$ cat config.mk
export PLATFORM = sky130hd
export DESIGN_NAME = xbar_cell_switch
export DESIGN_NICKNAME = d
export VERILOG_FILES = /design/src/rtl/xbs_pkg.sv /design/src/rtl/xbs_xp_fifo.sv /design/src/rtl/xbs_col_arb.sv /design/src/rtl/xbar_cell_switch.sv
export SDC_FILE = /design/constraint.sdc
export NUM_CORES = 1
export LEC_CHECK = 0
export ABC_AREA = 1
export BUFFER_PORTS_ARGS = -buffer_cell sky130_fd_sc_hd__buf_2
export CAP_MARGIN = 20
export CORE_MARGIN = 2
export CORE_UTILIZATION = 40
export CTS_CLUSTER_DIAMETER = 80
export DETAILED_ROUTE_END_ITERATION = 7
export GPL_ROUTABILITY_DRIVEN = 0
export GPL_TIMING_DRIVEN = 0
export HOLD_SLACK_MARGIN = 0.05
export PLACE_DENSITY_LB_ADDON = 0.3
export SYNTH_ARGS = -nofsm -noshare
export SYNTH_HDL_FRONTEND = slang
export SYNTH_SLANG_ARGS = --single-unit
$ cat constraint.sdc
create_clock -name clk -period 6 [get_ports clk]
set_input_delay 0.3 -clock clk [delete_from_list [all_inputs] [get_ports clk]]
set_output_delay 0.3 -clock clk [all_outputs]
set_load 0.01 [all_outputs]
$ cat src/rtl/xbs_pkg.sv
package xbs_pkg;
    typedef enum logic {
        COL_QUIET = 1'b0,
        COL_EMIT  = 1'b1
    } col_state_e;

    function automatic int wrap_next(input int idx, input int lim);
        return (idx + 1 >= lim) ? 0 : idx + 1;
    endfunction
endpackage

$ cat src/rtl/xbs_xp_fifo.sv
module xbs_xp_fifo #(
    parameter int W     = 16,
    parameter int DW    = 2,
    parameter int DEPTH = 4,
    parameter int COL   = 0
) (
    input  logic          clk,
    input  logic          rst_n,
    input  logic          slot,
    input  logic          in_valid,
    input  logic [DW-1:0] in_dest,
    input  logic [W-1:0]  in_data,
    input  logic          pop,
    output logic [W-1:0]  head,
    output logic          not_empty,
    output logic          overflow
);
    localparam int AW = (DEPTH > 1) ? $clog2(DEPTH) : 1;
    localparam int CW = $clog2(DEPTH + 1);

    logic [W-1:0]  mem [DEPTH];
    logic [AW-1:0] rd_ptr, wr_ptr;
    logic [CW-1:0] cnt;
    logic          hit, room, wr;

    assign hit  = slot && in_valid && (in_dest == DW'(COL));
    assign room = (cnt != CW'(DEPTH)) || pop;
    assign wr   = hit && room;

    function automatic logic [AW-1:0] bump(input logic [AW-1:0] p);
        return (p == AW'(DEPTH - 1)) ? '0 : p + AW'(1);
    endfunction

    always_ff @(posedge clk) begin
        if (!rst_n) begin
            rd_ptr   <= '0;
            wr_ptr   <= '0;
            cnt      <= '0;
            overflow <= 1'b0;
        end else begin
            overflow <= hit && !room;
            if (wr)  wr_ptr <= bump(wr_ptr);
            if (pop) rd_ptr <= bump(rd_ptr);
            unique case ({wr, pop})
                2'b10:   cnt <= cnt + CW'(1);
                2'b01:   cnt <= cnt - CW'(1);
                default: cnt <= cnt;
            endcase
        end
    end

    always_ff @(posedge clk) begin
        if (wr) mem[wr_ptr] <= in_data;
    end

    assign head      = mem[rd_ptr];
    assign not_empty = (cnt != '0);

    assert_no_overflow_R8: assert property (@(posedge clk) disable iff (!rst_n)
        cnt <= CW'(DEPTH));
    assert_drop_only_when_full_R8: assert property (@(posedge clk) disable iff (!rst_n)
        (slot && !pop && cnt != CW'(DEPTH)) |=> !overflow);
    assert_filter_R2: assert property (@(posedge clk) disable iff (!rst_n)
        !(slot && in_valid && in_dest == DW'(COL)) |=> cnt <= $past(cnt));
    assert_pop_nonempty_R4: assert property (@(posedge clk) disable iff (!rst_n)
        pop |-> not_empty);
endmodule

$ cat src/rtl/xbs_col_arb.sv
module xbs_col_arb
    import xbs_pkg::*;
#(
    parameter int N = 4,
    parameter int W = 16
) (
    input  logic                clk,
    input  logic                rst_n,
    input  logic                slot,
    input  logic [N-1:0]        req,
    input  logic [N-1:0][W-1:0] heads,
    output logic [N-1:0]        pop,
    output logic                out_valid,
    output logic [W-1:0]        out_data
);
    localparam int PW = (N > 1) ? $clog2(N) : 1;

    col_state_e    state, state_nx;
    logic [PW-1:0] ptr;
    logic          found;
    logic [PW-1:0] gidx;

    always_comb begin
        int idx;
        found = 1'b0;
        gidx  = '0;
        for (int k = 0; k < N; k++) begin
            idx = int'(ptr) + k;
            if (idx >= N) idx = idx - N;
            if (!found && req[idx]) begin
                found = 1'b1;
                gidx  = PW'(idx);
            end
        end
    end

    always_comb begin
        pop = '0;
        if (slot && found) pop[gidx] = 1'b1;
    end

    always_comb begin
        unique case (state)
            COL_QUIET: state_nx = (slot && found) ? COL_EMIT : COL_QUIET;
            COL_EMIT:  state_nx = (slot && found) ? COL_EMIT : COL_QUIET;
            default:   state_nx = COL_QUIET;
        endcase
    end

    always_ff @(posedge clk) begin
        if (!rst_n) begin
            state    <= COL_QUIET;
            ptr      <= '0;
            out_data <= '0;
        end else begin
            state <= state_nx;
            if (slot && found) begin
                out_data <= heads[gidx];
                ptr      <= PW'(wrap_next(int'(gidx), N));
            end
        end
    end

    always_comb begin
        out_valid = (state == COL_EMIT);
    end

    assert_one_grant_R4: assert property (@(posedge clk) disable iff (!rst_n)
        $onehot0(pop));
    assert_pulse_after_slot_R4: assert property (@(posedge clk) disable iff (!rst_n)
        out_valid |-> $past(slot));
    assert_work_conserving_R5: assert property (@(posedge clk) disable iff (!rst_n)
        (slot && (|req)) |=> out_valid);
    assert_rr_advance_R6: assert property (@(posedge clk) disable iff (!rst_n)
        (slot && found) |=> ptr == PW'(wrap_next(int'($past(gidx)), N)));
endmodule

$ cat src/rtl/xbar_cell_switch.sv
module xbar_cell_switch #(
    parameter int N     = 4,
    parameter int W     = 16,
    parameter int DEPTH = 4,
    localparam int DW   = $clog2(N)
) (
    input  logic            clk,
    input  logic            rst_n,
    input  logic            slot,
    input  logic [N-1:0]    in_valid,
    input  logic [N*W-1:0]  in_data,
    input  logic [N*DW-1:0] in_dest,
    output logic [N-1:0]    out_valid,
    output logic [N*W-1:0]  out_data,
    output logic [N*N-1:0]  xp_overflow
);
    logic [N-1:0]        ne_col   [N];
    logic [N-1:0]        pop_col  [N];
    logic [N-1:0][W-1:0] head_col [N];

    for (genvar i = 0; i < N; i++) begin : g_row
        for (genvar j = 0; j < N; j++) begin : g_xp
            xbs_xp_fifo #(.W(W), .DW(DW), .DEPTH(DEPTH), .COL(j)) u_xp (
                .clk       (clk),
                .rst_n     (rst_n),
                .slot      (slot),
                .in_valid  (in_valid[i]),
                .in_dest   (in_dest[i*DW +: DW]),
                .in_data   (in_data[i*W +: W]),
                .pop       (pop_col[j][i]),
                .head      (head_col[j][i]),
                .not_empty (ne_col[j][i]),
                .overflow  (xp_overflow[i*N + j])
            );
        end
    end

    for (genvar j = 0; j < N; j++) begin : g_col
        xbs_col_arb #(.N(N), .W(W)) u_arb (
            .clk       (clk),
            .rst_n     (rst_n),
            .slot      (slot),
            .req       (ne_col[j]),
            .heads     (head_col[j]),
            .pop       (pop_col[j]),
            .out_valid (out_valid[j]),
            .out_data  (out_data[j*W +: W])
        );
    end
endmodule

==> results of run 1 <==
-- layer usage --
| layer | up-vias | part of all wire | global-route usage |
|---|---|---|---|
| met3 | 232 | 0.094 | 0.0468 |
| li1 | 16897 | - | - |
| met2 | 1628 | 0.44 | 0.363 |
| met4 | 2 | 0.040 | 0.0984 |
| met5 | - | 0.0013 | 0.0116 |
| met1 | 17886 | 0.42 | 0.340 |
-- Yosys cell counts (2+ instances only) --
cell | number | area [µm²]
buf_2 | 21 | 105
a21oi_1 | 375 | 1880
nand2_2 | 36 | 225
nand3_4 | 2 | 35.0
a32o_1 | 78 | 781
nor3_1 | 31 | 155
a31oi_1 | 2 | 12.5
a32oi_1 | 16 | 140
edfxtp_1 | 1024 | 30700
nand4_1 | 5 | 31.3
nor2_2 | 7 | 43.8
o21ai_0 | 371 | 1860
nand3b_1 | 3 | 22.5
ha_1 | 97 | 1210
nand2_4 | 5 | 56.3
nand3_2 | 12 | 120
nand3_1 | 155 | 776
fa_1 | 16 | 320
xor2_2 | 2 | 32.5
buf_1 | 9 | 33.8
nor2_1 | 487 | 1830
clkbuf_1 | 168 | 631
o211ai_1 | 32 | 240
buf_4 | 30 | 225
buf_6 | 7 | 78.8
xnor2_1 | 3 | 26.3
nor2_4 | 10 | 113
o21ai_2 | 3 | 26.3
o21ai_1 | 37 | 185
dfxtp_1 | 236 | 4720
o211a_1 | 5 | 50.1
inv_2 | 13 | 48.8
nand2_1 | 903 | 3390
inv_4 | 2 | 12.5
inv_1 | 255 | 957
o22ai_1 | 98 | 613
-- area by class of cell --
type	instances	share of cell area
Timing Repair Buffer	275	0.0339
Antenna cell	3	0.000124
Multi-Input combinational cell	2799	0.237
Tap cell	1742	0.0359
Sequential cell	1260	0.585
Clock inverter	73	0.0122
Inverter	272	0.0170
Clock buffer	177	0.0605
Buffer	237	0.0180
-- state kept, by name (all words and copies together) (netlist names), named ones only --
| name | flops |
|---|---|
| g_row.g_xp.u_xp.mem | 1024 |
| g_col.u_arb.out_data | 64 |
| g_row.g_xp.u_xp.cnt | 48 |
| g_row.g_xp.u_xp.rd_ptr | 32 |
| g_row.g_xp.u_xp.wr_ptr | 32 |
| g_row.g_xp.u_xp.overflow | 16 |
| g_col.u_arb.ptr | 8 |
| g_col.u_arb.out_valid | 4 |
-- power breakdown --
part           switching [mW]  total, mW  internal (mW)  leakage, nW
sequential              0.328       10.2           9.90         11.2
clock                    3.55       8.34           4.79         2.15
combinational            8.89       11.7           2.86         8.53
total                    12.8       30.3           17.5         21.8
-- cells by family after synthesis --
group | Yosys count | synth area share
and+or+nand+nor | 1660 | 0.132
buffers and inverters | 509 | 0.0410
xor gates and xnor gates | 6 | 0.00130
DFF | 1260 | 0.684
adders and majority gates | 113 | 0.0296
AOI/OAI and AO/OA | 1020 | 0.112
-- path summary, 6_finish.rpt --
path / startpoint / to / slack, ns
worst max-delay path: g_col[0].u_arb.ptr[0] / g_row[2].g_xp[0].u_xp.mem[0][8] / 2.29
worst max register to register: g_col[0].u_arb.ptr[0] / g_row[2].g_xp[0].u_xp.mem[0][8] / 2.29
worst min register to register: g_row[3].g_xp[1].u_xp.rd_ptr[1] / register / 0.50
worst min-delay path: in_valid[2] / g_row[2].g_xp[1].u_xp.wr_ptr[0] / 0.12
-- stage by stage --
| stage | power, mW | util | instance area, µm² | setup WS [ns] |
|---|---|---|---|---|
| global placement | 21.5 | 0.425 | 54800 | 1.98 |
| detailed placement | 21.7 | 0.429 | 55400 | 2.33 |
| CTS | 30.0 | 0.469 | 60600 | 2.31 |
| global route | 31.3 | 0.469 | 60600 | 2.02 |
| finish | 30.3 | 0.469 | 60600 | 2.29 |
| floorplan | 16.5 | - | 51900 | 2.94 |
-- worst min-delay path, stage by stage --
cell	delay, ns
buf_2	0.13
nand2_1	0.13
nor3_1	0.11
nand3_1	0.09
a21oi_1	0.06
==> flow_summary_export.csv, run 1 <==
group,metric,value,unit
drt,detail_route.wirelength,162,mm
pwr,powerDensity,500,mW/mm²
floorplan,initial_cell_density_of_the_core,0.401,
job,max_cap_viol_count,0,
floorplan,design.portCount,163,
synthesis,synth_cell_types,48,
global_routing,grt.overflow.total,0,
min_path,holdPathStages,5,
critical_path,path_cells,"buf_6 -> nand3_2 -> nand2_1 -> nand2_1 -> nand2_1 -> nand3_1 -> nand2_1 -> nand2_1 -> nor2_4 -> buf_2 -> ha_1 -> nand2_1 -> nand3_1 -> nand2_2 -> nor2_2",
synthesis,syn-cell-area,0.0519,mm²
synthesis,number_of_flip_flops_and_latches_in_the_synthesized_netlist,1260,
synthesis,synth_edf_count,1024,
clock_tree,insertion_delay,0.78,ns
critical_path,cp_slowest_stage_delay,0.78,ns
floorplan,chipWidth,364,µm
drt,dr.pass1.iters,6,
critical_path,crit_fanout,16,
critical_path,worst-setup-path-type,"reg -> reg",
drt,post_drt_wl_per_cell,23.7,µm
global_routing,number_of_antenna_violations_at_the_first_check_in_global_routing,6,
placed_design,dp.cells,6507,
layout,fillers,11641,
floorplan,placement_rows,132,
synthesis,syn-instance-count,4568,
drt,num_vias,36645,
synthesis,syn-mean-instance-area,11.4,µm²
timing,final.period_utilization,0.618,
layout,multi_input_area,0.0144,mm²
timing,clock-skew-final,0.0252,ns
timing,finalSetupViolCount,0,
timing,worst_pin_slew,1.18,ns
min_path,worst_hold_path_type,"in -> reg",
clock_tree,cts_buffers,136,
clock_tree,postCtsSetupBuffers,0,
critical_path,crit_required,6.38,ns
clock_tree,cts_max_path_buffers,3,
layout,layout_common_cells,"1024 x edfxtp_1, 903 x nand2_1, 437 x nor2_1",
synthesis,async_flop_share,0,
timing,setup_tns,0,ns
drt,route.detailed.drc,0,
layout,area_growth_from_synthesis_to_layout,16.9,%
synthesis,synth_nets,4760,
layout,final_cells,6838,
drt,route.detailed.vias_per_inst,5.36,
layout,layout.area.seq,0.0355,mm²
timing,timing_hold_violations_final,0,
timing,slew_headroom,0.211,
layout,num-nets-final,5173,
clock_tree,hold_buffers,78,
drt,postRouteAntennaNets,0,
status,run_status,"finished, final reports clean",
floorplan,die_area,0.133,mm²
timing,slew_viol_final,0,
placed_design,detailedPlacementHpwl,114,mm
critical_path,worst_ep_arrival_time,4.08,ns
synthesis,portion_of_the_post_synthesis_area_used_by_sequential_elements,0.684,
critical_path,path_depth,15,
global_routing,grt_pass1_vias,33872,
pwr,p_leak,21.8,nW
critical_path,cpMaxStageDelayCell,"nor2_2",
timing,timing.final.crit_period,3.71,ns
timing,final.hold.worst_slack,0.116,ns
clock_tree,post_cts.resized_instances,0,
critical_path,timing.critical_path.max_delay_family,"simple AND/OR/NAND/NOR gates",
critical_path,critical-path-top-cell-by-count,"nand2_1",
clock_tree,cts_max_level,4,
global_routing,global_route_wire_length_before_repair,230,mm
critical_path,worstRegToRegCells,15,
clock_tree,cts_tree,"yes",
floorplan,core_area,0.129,mm²
synthesis,synth_flop_cell,"edfxtp_1",
floorplan,die-height,364,µm
clock_tree,ctsRootBufferMaster,"clkbuf_16",
clock_tree,clk_pin_slew,0.06,ns
global_routing,largest_net_degree_at_the_start_of_global_routing,17,
layout,layout.cells.most_common,"edfxtp_1",
critical_path,worstPathBufferInverterCount,2,
placed_design,io_buffer_count,162,
global_routing,grt_usage,0.241,
clock_tree,cts.sinks,1260,
synthesis,synth-warning-count,0,
layout,layout-drive-gt1-share,0.119,
timing,grt_setup_unrepaired,"no",
critical_path,crit_path_end_kind,"register",
drt,detailedRoute.firstIterationViolations,4567,
critical_path,cp-start-kind,"register",
pwr,irDropWorstVdd,0.000382,V
timing,achievable-frequency,0.270,GHz
No activity file was read; power rests on OpenSTA's default activity.
==> run 2, diff against run 1 <==
==> constraint.sdc (replaced) <==
create_clock -name clk -period 3.7 [get_ports clk]
set_input_delay 0.185 -clock clk [delete_from_list [all_inputs] [get_ports clk]]
set_output_delay 0.185 -clock clk [all_outputs]
set_load 0.01 [all_outputs]
==> run 2 against run 1 <==
Effect of this change: clock power rose by 62%; cell count barely moved; core utilization rose by 0.074 points; via count rose by 0.34%; routed wire length rose by 0.15%; setup slack got worse by 2.1 ns; die area did not move; fmax rose by 7.1%; clock skew fell by 0.0015 ns; critical path depth rose by 4; non-clock buffer count rose by 5; critical endpoint is now g_row[0].g_xp[0].u_xp.cnt[2]; largest power group unchanged.
==> flow_summary_export.csv, run 2 (synthesized netlist as in run 1, its figures left out) <==
group,metric,value,unit
floorplan,initial_cell_density_of_the_core,0.401,
min_path,min-delay-start,"slot",
drt,detailedRoute.firstIterationViolations,4467,
critical_path,cp-start-kind,"register",
floorplan,core_area,0.129,mm²
placed_design,io_buffer_count,162,
critical_path,cp_slowest_stage_delay,0.39,ns
floorplan,die_area,0.133,mm²
placed_design,dp.cells,6507,
clock_tree,ctsRootBufferMaster,"clkbuf_16",
critical_path,worst_ep_arrival_time,4.11,ns
floorplan,chipWidth,364,µm
timing,timing.final.crit_period,3.46,ns
pwr,share_clk_of_total_power,0.275,
timing,final.period_utilization,0.935,
layout,layout.cells.most_common,"edfxtp_1",
drt,route.detailed.drc,0,
pwr,power.sequential.fraction,0.337,
placed_design,placed_cell_area,0.0554,mm²
critical_path,crit_required,4.35,ns
critical_path,cpMaxStageDelayCell,"fa_1",
floorplan,placement_rows,132,
clock_tree,insertion_delay,0.77,ns
pwr,netSwitchingPower,20.7,mW
min_path,whs_endpoint,"g_col[2].u_arb.ptr[0]",
layout,top_regs,"g_row.g_xp.u_xp.mem (1024), g_col.u_arb.out_data (64), g_row.g_xp.u_xp.cnt (48)",
layout,largest_reg_flops,1024,
critical_path,regToRegStartpoint,"g_row[0].g_xp[0].u_xp.cnt[1]",
layout,fillers,11634,
drt,detail_route.wirelength,162,mm
critical_path,crit_path_end_kind,"register",
timing,timing_hold_violations_final,0,
pwr,p_comb_frac,0.388,
timing,slew_headroom,0.197,
critical_path,worst-setup-path-type,"reg -> reg",
timing,worst_pin_slew,1.21,ns
drt,postRouteAntennaNets,0,
timing,clock-skew-final,0.0236,ns
critical_path,crit_fanout,9,
drt,num_vias,36770,
layout,post_route_cell_area,0.0607,mm²
clock_tree,cts_max_level,4,
pwr,power.switching_fraction,0.421,
pwr,powerDensity,810,mW/mm²
global_routing,global_route.usage.met3,0.0472,
critical_path,rr_endpoint,"g_row[0].g_xp[0].u_xp.cnt[2]",
clock_tree,cts.sinks,1260,
drt,dr.pass1.iters,6,
clock_tree,clk_pin_slew,0.07,ns
drt,route.detailed.vias_per_inst,5.37,
timing,slew_viol_final,0,
clock_tree,cts_max_path_buffers,3,
global_routing,gr-usage-met1,0.340,
global_routing,met2_usage,0.363,
global_routing,grt_usage,0.241,
global_routing,grt_pass1_vias,33880,
global_routing,number_of_antenna_violations_at_the_first_check_in_global_routing,6,
layout,num-nets-final,5178,
layout,max_flop_register,"g_row.g_xp.u_xp.mem",
clock_tree,cts_tree,"yes",
drt,post_drt_wl_per_cell,23.7,µm
pwr,p_int,28.5,mW
critical_path,worstRegToRegCells,19,
timing,finalSetupViolCount,0,
layout,area_growth_from_synthesis_to_layout,17.1,%
timing,final.hold.worst_slack,0.115,ns
placed_design,detailedPlacementHpwl,114,mm
layout,layout-drive-gt1-share,0.121,
min_path,holdPathStages,3,
layout,final_cells,6842,
critical_path,path_cells,"nor2_1 -> nand3_1 -> nand3_1 -> nand2_1 -> nor2_4 -> nand2_1 -> nor2_2 -> nor2_8 -> buf_4 -> nand3_2 -> nand2_1 -> nand2_2 -> ha_1 -> inv_1 -> fa_1 -> a21oi_1 -> o21ai_0 -> o21ai_0 -> a21oi_1",
critical_path,critical-path-top-cell-by-count,"nand2_1",
global_routing,grt.overflow.total,0,
timing,grt_setup_unrepaired,"no",
global_routing,grt-busiest-layer,"met2",
global_routing,largest_net_degree_at_the_start_of_global_routing,17,
floorplan,design.portCount,163,
pwr,irDropWorstVdd,0.000603,V
critical_path,ff2ff_setup_slack,0.24,ns
pwr,p_leak,21.9,nW
timing,setup_tns,0,ns
timing,achievable-frequency,0.289,GHz
floorplan,die-height,364,µm
pwr,fin_total_pwr,49.2,mW
layout,layout_common_cells,"1024 x edfxtp_1, 900 x nand2_1, 433 x nor2_1",
global_routing,global_route_wire_length_before_repair,230,mm
clock_tree,cts_buffers,136,
status,run_status,"finished, final reports clean",
min_path,worst_hold_path_type,"in -> reg",
job,max_cap_viol_count,0,
[run 2: changes by cell type in the layout (fill, tap and decap cells not counted), moves of 2 or more]
cell           previous run  this run
dfxtp_1                 236       234
nor2_2                   57        60
nor2_1                  437       433
nand2_1                 903       900
dfxtp_2                   0         2
dlygate4sd3_1            78        82
nand2_4                   5         7
[run 2: worst max-delay path by stage]
stage | cells past startpoint | slack, ns | endpoint | start
6_report | 19 | 0.24 | g_row[0].g_xp[0].u_xp.cnt[2] | g_row[0].g_xp[0].u_xp.cnt[1]
5_1_grt | 18 | 0.003 | g_row[0].g_xp[1].u_xp.cnt[2] | g_row[2].g_xp[1].u_xp.cnt[0]
4_1_cts | 15 | 0.01 | g_row[2].g_xp[0].u_xp.mem[0][8] | g_row[2].g_xp[0].u_xp.cnt[0]
3_5_place_dp | 15 | 0.03 | g_row[2].g_xp[0].u_xp.mem[0][10] | g_row[2].g_xp[0].u_xp.cnt[0]
3_3_place_gp | 15 | -0.32 | g_row[2].g_xp[0].u_xp.mem[0][7] | g_col[0].u_arb.ptr[0]
2_1_floorplan | 15 | 0.64 | g_row[2].g_xp[0].u_xp.mem[0][0] | g_col[0].u_arb.ptr[0]
[run 2: power groups by stage]
stage                     clock network [mW]  logic, mW  registers [mW]
after floorplan                            0       10.0            16.8
after global placement                     0       18.1            16.8
after detailed placement                   0       18.3            16.9
after CTS                               13.6       18.5            16.6
after global routing                    14.1       20.0            16.6
final                                   13.5       19.1            16.6
[run 2: critical path, delay by kind of cell, from the launching register on]
kind	cells	cell delay (ns)
AO/OA/AOI/OAI	4	0.54
adder cells (fa/ha/maj)	2	0.59
buffers and inverters	2	0.25
flip-flops	1	0.34
AND/OR/NAND/NOR	11	1.62
[run 2: timing repair]
item | in CTS | in global routing
hold buffers | 82 | 0
hold endpoints to repair | 1078 | 0
resized for setup | 0 | 15
setup buffers | 0 | 1
endpoints found under the setup margin | 0 | 75
[run 2: area by class of cell]
| cell class | instances | area, µm² | area share |
|---|---|---|---|
| flip-flops and latches | 1260 | 35500 | 0.584 |
| multi-input cells | 2799 | 14400 | 0.238 |
| clock buffers | 177 | 3670 | 0.0604 |
| well taps | 1742 | 2180 | 0.0359 |
| repair buffers | 280 | 2110 | 0.0347 |
| plain buffers | 237 | 1100 | 0.0180 |
| inverters | 272 | 1030 | 0.0170 |
| clock inverters | 73 | 742 | 0.0122 |
| diodes | 2 | 5.00 | 0.0000824 |
[run 2: stage by stage]
stage                     setup WS [ns]   util
final                             0.240  0.470
after global routing            0.00256  0.470
after CTS                        0.0101  0.470
after detailed placement         0.0350  0.429
after global placement           -0.325  0.425
after floorplan                   0.644      -
[run 2: per-layer routing]
metal	up-vias	part of all wire
li1	16920	-
met1	17946	0.42
met2	1653	0.44
met3	249	0.094
met4	2	0.041
met5	-	0.0012
